## src/rtl/vic_pkg.sv

```systemverilog
package vic_pkg;
  localparam int NLINES  = 32;
  localparam int DATA_W  = 32;
  localparam int LVL_W   = 6;
  localparam int RS_W    = 6;
  localparam int WORD_AW = 6;
  localparam int CTRL_W  = 3;
  localparam int IDX_W   = $clog2(NLINES);
  localparam int CFG_W   = LVL_W + 1 + RS_W;

  // word indices of the non-line registers
  localparam logic [WORD_AW-1:0] W_EN     = 6'd32;
  localparam logic [WORD_AW-1:0] W_EN_SET = 6'd33;
  localparam logic [WORD_AW-1:0] W_EN_CLR = 6'd34;
  localparam logic [WORD_AW-1:0] W_PEND   = 6'd35;
  localparam logic [WORD_AW-1:0] W_RAW    = 6'd36;
  localparam logic [WORD_AW-1:0] W_SW     = 6'd37;
  localparam logic [WORD_AW-1:0] W_SW_SET = 6'd38;
  localparam logic [WORD_AW-1:0] W_SW_CLR = 6'd39;
  localparam logic [WORD_AW-1:0] W_CTRL   = 6'd40;
  localparam logic [WORD_AW-1:0] W_STAT   = 6'd41;
  localparam logic [WORD_AW-1:0] W_VBASE  = 6'd42;
  localparam logic [WORD_AW-1:0] W_VADDR  = 6'd43;

  // packed so that bit positions match the software view: lvl [5:0], nmi [6], rs [12:7]
  typedef struct packed {
    logic [RS_W-1:0]  rs;
    logic             nmi;
    logic [LVL_W-1:0] lvl;
  } line_cfg_t;
endpackage

```

## src/rtl/vic_sync.sv

```systemverilog
module vic_sync #(
  parameter int W = 32
) (
  input  logic         clk,
  input  logic         rst,
  input  logic [W-1:0] d_async,
  output logic [W-1:0] q_sync
);
  logic [W-1:0] meta_q;

  always_ff @(posedge clk) begin
    if (rst) begin
      meta_q <= '0;
      q_sync <= '0;
    end else begin
      meta_q <= d_async;
      q_sync <= meta_q;
    end
  end
endmodule

```

## src/rtl/vic_regfile.sv

```systemverilog
module vic_regfile
  import vic_pkg::*;
#(
  parameter int N = NLINES
) (
  input  logic                      clk,
  input  logic                      rst,
  input  logic                      wr_en,
  input  logic [WORD_AW-1:0]        wr_word,
  input  logic [DATA_W-1:0]         wdata,
  output line_cfg_t [N-1:0]         cfg_q,
  output logic [N-1:0]              en_q,
  output logic [N-1:0]              sw_q,
  output logic [CTRL_W-1:0]         ctrl_q,
  output logic [DATA_W-1:0]         vbase_q
);
  localparam int LINE_SEL_W = $clog2(N);

  // one config word per line; each is written only when its own index matches
  for (genvar g = 0; g < N; g++) begin : g_line
    always_ff @(posedge clk) begin
      if (rst) begin
        cfg_q[g] <= '0;
      end else if (wr_en && (wr_word == WORD_AW'(g))) begin
        cfg_q[g] <= line_cfg_t'(wdata[CFG_W-1:0]);
      end
    end
  end

  always_ff @(posedge clk) begin
    if (rst) begin
      en_q    <= '0;
      sw_q    <= '0;
      ctrl_q  <= '0;
      vbase_q <= '0;
    end else if (wr_en) begin
      case (wr_word)
        W_EN:     en_q    <= wdata[N-1:0];
        W_EN_SET: en_q    <= en_q | wdata[N-1:0];
        W_EN_CLR: en_q    <= en_q & ~wdata[N-1:0];
        W_SW:     sw_q    <= wdata[N-1:0];
        W_SW_SET: sw_q    <= sw_q | wdata[N-1:0];
        W_SW_CLR: sw_q    <= sw_q & ~wdata[N-1:0];
        W_CTRL:   ctrl_q  <= wdata[CTRL_W-1:0];
        W_VBASE:  vbase_q <= wdata;
        default:  ;
      endcase
    end
  end

  logic unused_sel;
  assign unused_sel = ^LINE_SEL_W;

  // set alias leaves every written bit high
  a_r4_en_set: assert property (@(posedge clk) disable iff (rst)
    (wr_en && wr_word == W_EN_SET) |=> ((en_q & $past(wdata[N-1:0])) == $past(wdata[N-1:0])));
  // clear alias leaves every written bit low
  a_r4_en_clr: assert property (@(posedge clk) disable iff (rst)
    (wr_en && wr_word == W_EN_CLR) |=> ((en_q & $past(wdata[N-1:0])) == '0));
  // software set alias
  a_r5_sw_set: assert property (@(posedge clk) disable iff (rst)
    (wr_en && wr_word == W_SW_SET) |=> ((sw_q & $past(wdata[N-1:0])) == $past(wdata[N-1:0])));
  // software clear alias
  a_r5_sw_clr: assert property (@(posedge clk) disable iff (rst)
    (wr_en && wr_word == W_SW_CLR) |=> ((sw_q & $past(wdata[N-1:0])) == '0));
  // read-only words never disturb the vector base
  a_r11_ro_hold: assert property (@(posedge clk) disable iff (rst)
    (wr_en && (wr_word == W_VADDR || wr_word == W_STAT)) |=> $stable(vbase_q));
endmodule

```

## src/rtl/vic_arbiter.sv

```systemverilog
module vic_arbiter
  import vic_pkg::*;
#(
  parameter int N = NLINES
) (
  input  logic [N-1:0]       pend,
  input  line_cfg_t [N-1:0]  cfg,
  output logic               win_valid,
  output logic [IDX_W-1:0]   win_idx,
  output logic [LVL_W-1:0]   win_lvl,
  output logic [RS_W-1:0]    win_rs,
  output logic               win_nmi
);
  // ascending scan with strict compare: a tie keeps the lower index,
  // and a best level starting at zero means level 0 never wins
  always_comb begin
    win_idx = '0;
    win_lvl = '0;
    for (int i = 0; i < N; i++) begin
      if (pend[i] && (cfg[i].lvl > win_lvl)) begin
        win_idx = IDX_W'(i);
        win_lvl = cfg[i].lvl;
      end
    end
    win_valid = (win_lvl != '0);
    win_rs    = win_valid ? cfg[win_idx].rs  : '0;
    win_nmi   = win_valid ? cfg[win_idx].nmi : 1'b0;
  end
endmodule

```

## src/rtl/vec_irq_ctrl.sv

```systemverilog
module vec_irq_ctrl
  import vic_pkg::*;
(
  input  logic              clk,
  input  logic              rst,
  input  logic [31:0]       irq_in,
  input  logic              reg_valid,
  input  logic              reg_write,
  input  logic [7:0]        reg_addr,
  input  logic [31:0]       reg_wdata,
  output logic [31:0]       reg_rdata,
  output logic              cpu_irq,
  output logic [31:0]       cpu_handler,
  output logic [5:0]        cpu_level,
  output logic [5:0]        cpu_regset,
  output logic              cpu_nmi
);
  localparam int SH_W = 4;

  logic [WORD_AW-1:0]      word;
  logic [NLINES-1:0]       raw;
  line_cfg_t [NLINES-1:0]  cfg;
  logic [NLINES-1:0]       en, sw, pend;
  logic [CTRL_W-1:0]       ctrl;
  logic [DATA_W-1:0]       vbase;
  logic                    w_valid, w_nmi;
  logic [IDX_W-1:0]        w_idx;
  logic [LVL_W-1:0]        w_lvl;
  logic [RS_W-1:0]         w_rs;
  logic [SH_W-1:0]         shamt;
  logic [DATA_W-1:0]       vaddr_next;
  logic [DATA_W-1:0]       status_q, vaddr_q;
  logic [DATA_W-1:0]       rd_mux;
  logic                    unused_lo;

  assign word      = reg_addr[7:2];
  assign unused_lo = ^reg_addr[1:0];

  vic_sync #(.W(NLINES)) u_sync (
    .clk     (clk),
    .rst     (rst),
    .d_async (irq_in),
    .q_sync  (raw)
  );

  vic_regfile #(.N(NLINES)) u_regs (
    .clk     (clk),
    .rst     (rst),
    .wr_en   (reg_valid && reg_write),
    .wr_word (word),
    .wdata   (reg_wdata),
    .cfg_q   (cfg),
    .en_q    (en),
    .sw_q    (sw),
    .ctrl_q  (ctrl),
    .vbase_q (vbase)
  );

  assign pend = (raw | sw) & en;

  vic_arbiter #(.N(NLINES)) u_arb (
    .pend      (pend),
    .cfg       (cfg),
    .win_valid (w_valid),
    .win_idx   (w_idx),
    .win_lvl   (w_lvl),
    .win_rs    (w_rs),
    .win_nmi   (w_nmi)
  );

  assign shamt      = SH_W'(2) + SH_W'(ctrl);
  assign vaddr_next = (DATA_W'(w_idx) << shamt) + vbase;

  // registered winner view: status, vector address and processor outputs
  always_ff @(posedge clk) begin
    if (rst || !w_valid) begin
      status_q   <= '0;
      vaddr_q    <= '0;
      cpu_irq    <= 1'b0;
      cpu_level  <= '0;
      cpu_regset <= '0;
      cpu_nmi    <= 1'b0;
    end else begin
      status_q   <= {1'b1, (DATA_W-1)'(w_idx)};
      vaddr_q    <= vaddr_next;
      cpu_irq    <= 1'b1;
      cpu_level  <= w_lvl;
      cpu_regset <= w_rs;
      cpu_nmi    <= w_nmi;
    end
  end

  assign cpu_handler = vaddr_q;

  // read decode; write-only aliases and unmapped words fall to zero
  always_comb begin
    rd_mux = '0;
    if (word < WORD_AW'(NLINES)) begin
      rd_mux = DATA_W'(cfg[word[IDX_W-1:0]]);
    end else begin
      case (word)
        W_EN:    rd_mux = en;
        W_PEND:  rd_mux = pend;
        W_RAW:   rd_mux = raw;
        W_SW:    rd_mux = sw;
        W_CTRL:  rd_mux = DATA_W'(ctrl);
        W_STAT:  rd_mux = status_q;
        W_VBASE: rd_mux = vbase;
        W_VADDR: rd_mux = vaddr_q;
        default: rd_mux = '0;
      endcase
    end
  end

  always_ff @(posedge clk) begin
    if (rst || !(reg_valid && !reg_write)) reg_rdata <= '0;
    else                                   reg_rdata <= rd_mux;
  end

  // a raised request never carries a zero priority
  a_r7_level_nonzero: assert property (@(posedge clk) disable iff (rst)
    cpu_irq |-> (cpu_level != '0));
  // with no request, status and vector address read zero
  a_r7_idle_zero: assert property (@(posedge clk) disable iff (rst)
    !cpu_irq |-> (status_q == '0 && cpu_handler == '0));
  // status flag tracks the request line
  a_r9_status_flag: assert property (@(posedge clk) disable iff (rst)
    cpu_irq |-> (status_q[DATA_W-1] && status_q[DATA_W-2:IDX_W] == '0));
  // read data is zero unless a read was issued the cycle before
  a_r12_rdata_idle: assert property (@(posedge clk) disable iff (rst)
    !$past(reg_valid && !reg_write) |-> (reg_rdata == '0));
endmodule

```

## config.mk

```make
export PLATFORM = sky130hd
export DESIGN_NAME = vec_irq_ctrl
export DESIGN_NICKNAME = d
export VERILOG_FILES = /design/src/rtl/vic_pkg.sv /design/src/rtl/vic_sync.sv /design/src/rtl/vic_regfile.sv /design/src/rtl/vic_arbiter.sv /design/src/rtl/vec_irq_ctrl.sv
export SDC_FILE = /design/constraint.sdc
export NUM_CORES = 2
export LEC_CHECK = 0
export BUFFER_PORTS_ARGS = -buffer_cell sky130_fd_sc_hd__buf_2
export CAP_MARGIN = 25
export CORE_MARGIN = 4
export CORE_UTILIZATION = 55
export CTS_CLUSTER_SIZE = 25
export DETAILED_ROUTE_END_ITERATION = 10
export PLACE_DENSITY = 0.76
export SLEW_MARGIN = 5
export SYNTH_ARGS = -nofsm -noshare
export SYNTH_HDL_FRONTEND = slang
export SYNTH_SLANG_ARGS = --single-unit
```

## constraint.sdc

```tcl
create_clock -name clk -period 62.2 [get_ports clk]
set_input_delay 3.11 -clock clk [delete_from_list [all_inputs] [get_ports clk]]
set_output_delay 3.11 -clock clk [all_outputs]
set_load 0.02 [all_outputs]
```

==> impl_results.md <==
- Outcome: finished clean
- Final hold violation count: 0
- Wire length of the first global-routing pass: 213000 um
- Area added between synthesis and finish: 10.5%
- Most repeated cell in the gate-level netlist after synthesis: sky130_fd_sc_hd__nand2_1
- Yosys reg bits: 662
- Total leakage power: 16.2 nW
- Worst hold path type: reg2reg
- Die area: 0.0782 sq mm
- Total negative slack for setup checks: 0 ns
- Clock transition at the registers of the reported paths: 0.06 ns
- Total via count after detailed routing: 39.8k
- Dominant delay contributor by cell family on the critical path: compound AO/OA/AOI/OAI gates
- Routed met1 length: 54000 um
- Path depth of the worst reg2reg path: 274
- I/O Buffers: 151
- Placer's final routability congestion estimate: 0.975
- Mapped Nets: 5323
- Final routed DRC violation total: 0
- Amount of wire on met3 after detailed routing: 17800 um
- Distinct cells, synth: 147
- Worst Hold Depth: 1
- Setup Skew: 0.0285 ns
- Filler cell count in the final layout: 6261
- Final wirelength: 142000 um
- Highest cell delay on the worst timing path: 0.57 ns
- Clock Sink Count: 662
- Total grt overflow: 0
- Most used standard cells in the synthesized netlist: 1236 x sky130_fd_sc_hd__nand2_1, 662 x sky130_fd_sc_hd__dfxtp_1, 571 x sky130_fd_sc_hd__a21oi_1, 354 x sky130_fd_sc_hd__nor2_1, 257 x sky130_fd_sc_hd__clkbuf_1
- Sequential element share of the synthesized area: 0.326
- Sort of element at the start of the critical path: register
- Post-synth top area cell: sky130_fd_sc_hd__dfxtp_1
- Areal power density over the cells: 20.5 mW/mm^2
- Clk_lat worst skew: 0.63 ns
- Min cycle time layout: 58.91 ns
- Largest voltage drop on the vdd net: 0.0000188 V
- Worst path slowest cell: sky130_fd_sc_hd__or4_4
- Die X-Extent: 280 um
- Total CTS buffers: 72
- Worst path depth: 274
- CP endpoint kind: register
- Nets@finish: 5333
- Fmax: 17.0 MHz
- Fraction of post-synthesis cell area in the top cell type by area: 0.326
- Clock tree from TritonCTS: built
- Slew Viols, Final: 0
- Top layer used by detailed routing: met5
- DR WL/cell: 23.3 um
- Amount of wire on met2 after detailed routing: 62200 um
- Total half-perimeter wirelength after legalization and detailed placement: 94900 um
- Die Y: 280 um
- Post-route ant nets: 0
- Clock tree buffer depth: 3
- Max-cap viol count: 0
- Total Routing Usage GR: 0.346
- Most used flip-flop cell after synthesis: sky130_fd_sc_hd__dfxtp_1
- Most common cell type on the critical path: sky130_fd_sc_hd__ha_1
- Hold slack final: 0.433 ns
- Buffer and inverter count on the worst path: 15
- Fraction of final layout cells sized beyond drive strength 1: 0.159
- Peak fanout along the critical path: 20
- Number of global-route vias before repair: 37.1k
- Path type of the worst setup path: reg2reg
- Via density per instance: 6.51
- Root buffer selected by CTS: sky130_fd_sc_hd__clkbuf_16
- Pin count of the biggest net entering global routing: 198
- Count of flip-flops with a built-in enable after synthesis: 0
- Router iterations before antenna repair: 6
- Arrival time at the worst endpoint: 59.40 ns
- Share of async-settable or async-resettable flops after synthesis: 0
- Top cells by area, synth: sky130_fd_sc_hd__dfxtp_1 33%, sky130_fd_sc_hd__nand2_1 11%, sky130_fd_sc_hd__mux4_2 7.2%
- Portion of the clock cycle consumed by the worst path in the final layout: 0.947
- Number of placement rows: 99
- Placeable Area: 0.0731 sq mm
- Average cell area after synthesis: 7.97 sq um
- Setup-failing EPs final: 0
- Initial cell density of the core: 0.555
- Yosys warnings: 0
- Measured slew at the worst slew-check pin: 1.27 ns
- Required time reported for the critical path endpoint: 62.70 ns
- Initial detailed-routing violation count: 5224
- Number of instances in the synthesized netlist: 5095
- Synthesized cell area: 0.0406 sq mm
- Depth of the CTS H-tree: 3
- Slew HR: 0.142
- Number of antenna violations at the first check in global routing: 7
- Number of placed I/O pins: 154
[flip-flops by register name, summed over array words and instances (netlist names), 6 cells and up]
signal          count
status_q            6
cpu_level           6
u_sync.q_sync      32
u_regs.cfg_q      416
u_regs.vbase_q     32
u_sync.meta_q      32
reg_rdata          32
u_regs.en_q        32
cpu_handler        32
cpu_regset          6
u_regs.sw_q        32
[worst reg2reg max path: cells and delay by family, from the launching register on]
family                   cells  cell delay [ns]
multiplexers                11             3.62
XOR/XNOR                     1             0.17
buffers and inverters       15             1.77
adder cells (fa/ha/maj)     32            10.08
flip-flops                   1             0.37
AO/OA/AOI/OAI              129            27.47
AND/OR/NAND/NOR             86            15.26
[where the power goes]
part | total [mW] | internal [mW] | switching, mW
Sequential | 0.429 | 0.427 | 0.00210
Combinational | 0.0397 | 0.0107 | 0.0290
Clock | 0.452 | 0.264 | 0.188
Total | 0.921 | 0.702 | 0.219
[stage by stage]
stage          worst slack (ns)   util  total power [mW]  instances  area, sq um
2_1_floorplan              6.31      -             0.462       5095        40600
3_3_place_gp               1.05  0.569             0.475       5945        41600
3_5_place_dp              0.347  0.570             0.476       5951        41700
4_1_cts                   0.111  0.604             0.919       6081        44200
5_1_grt                  -0.303  0.614             0.940       6122        44800
6_report                   3.30  0.614             0.921       6123        44800
[layout by cell type, fill, tap and decap left out, drive strengths merged, types with 25 or more instances in the layout]
cell type,count
nand2,1248
o21a,25
mux2i,110
dfxtp,662
a21o,27
a21oi,575
and3,38
ha,151
and2,40
a22oi,124
nor2b,79
o21ai,214
a31oi,47
nand3,83
o211ai,28
xnor2,32
mux4,130
buf,310
nor3,68
clkbuf,99
mux2,60
nor2,361
inv,158
[timing repair]
action	in CTS	in global routing
hold buffers	0	0
resized for setup	0	74
buffers inserted	0	32
setup endpoints to repair	0	51
hold endpoints to repair	0	0
[worst paths after layout]
path              slack (ns)                end              start
hold reg to reg         0.43  u_sync.q_sync[27]  u_sync.meta_q[27]
hold / removal          0.43  u_sync.q_sync[27]  u_sync.meta_q[27]
setup / recovery        3.30    cpu_handler[31]     u_regs.en_q[0]
setup reg to reg        3.30    cpu_handler[31]     u_regs.en_q[0]
[metal layers]
metal  vias up  track usage
li1      18000            -
met5         -            0
met3       547       0.0804
met2      2447        0.536
met4         8        0.186
met1     18800        0.450
[logic make-up (layout without fill, tap and decap cells)]
kind of cell	Yosys count	after routing	synth area share
and+or+nand+nor	2062	2062	0.222
AOI/OAI and AO/OA	1346	1349	0.216
DFF	662	662	0.326
buffers and inverters	532	595	0.0625
muxes	300	300	0.117
adders and majority gates	152	152	0.0470
xor gates and xnor gates	41	41	0.00885
other	0	3	0
[cell type report]
class                           instances  area [sq um]  share of cell area
Antenna cell                            3          7.51            0.000167
Clock buffer                           97          2070              0.0461
Clock inverter                         33           414             0.00924
Inverter                              153           574              0.0128
Multi-Input combinational cell       3904         25200               0.563
Sequential cell                       662         13300               0.296
Tap cell                              959          1200              0.0268
Timing Repair Buffer                  312          2080              0.0463
(Power assumes the default switching activity.)
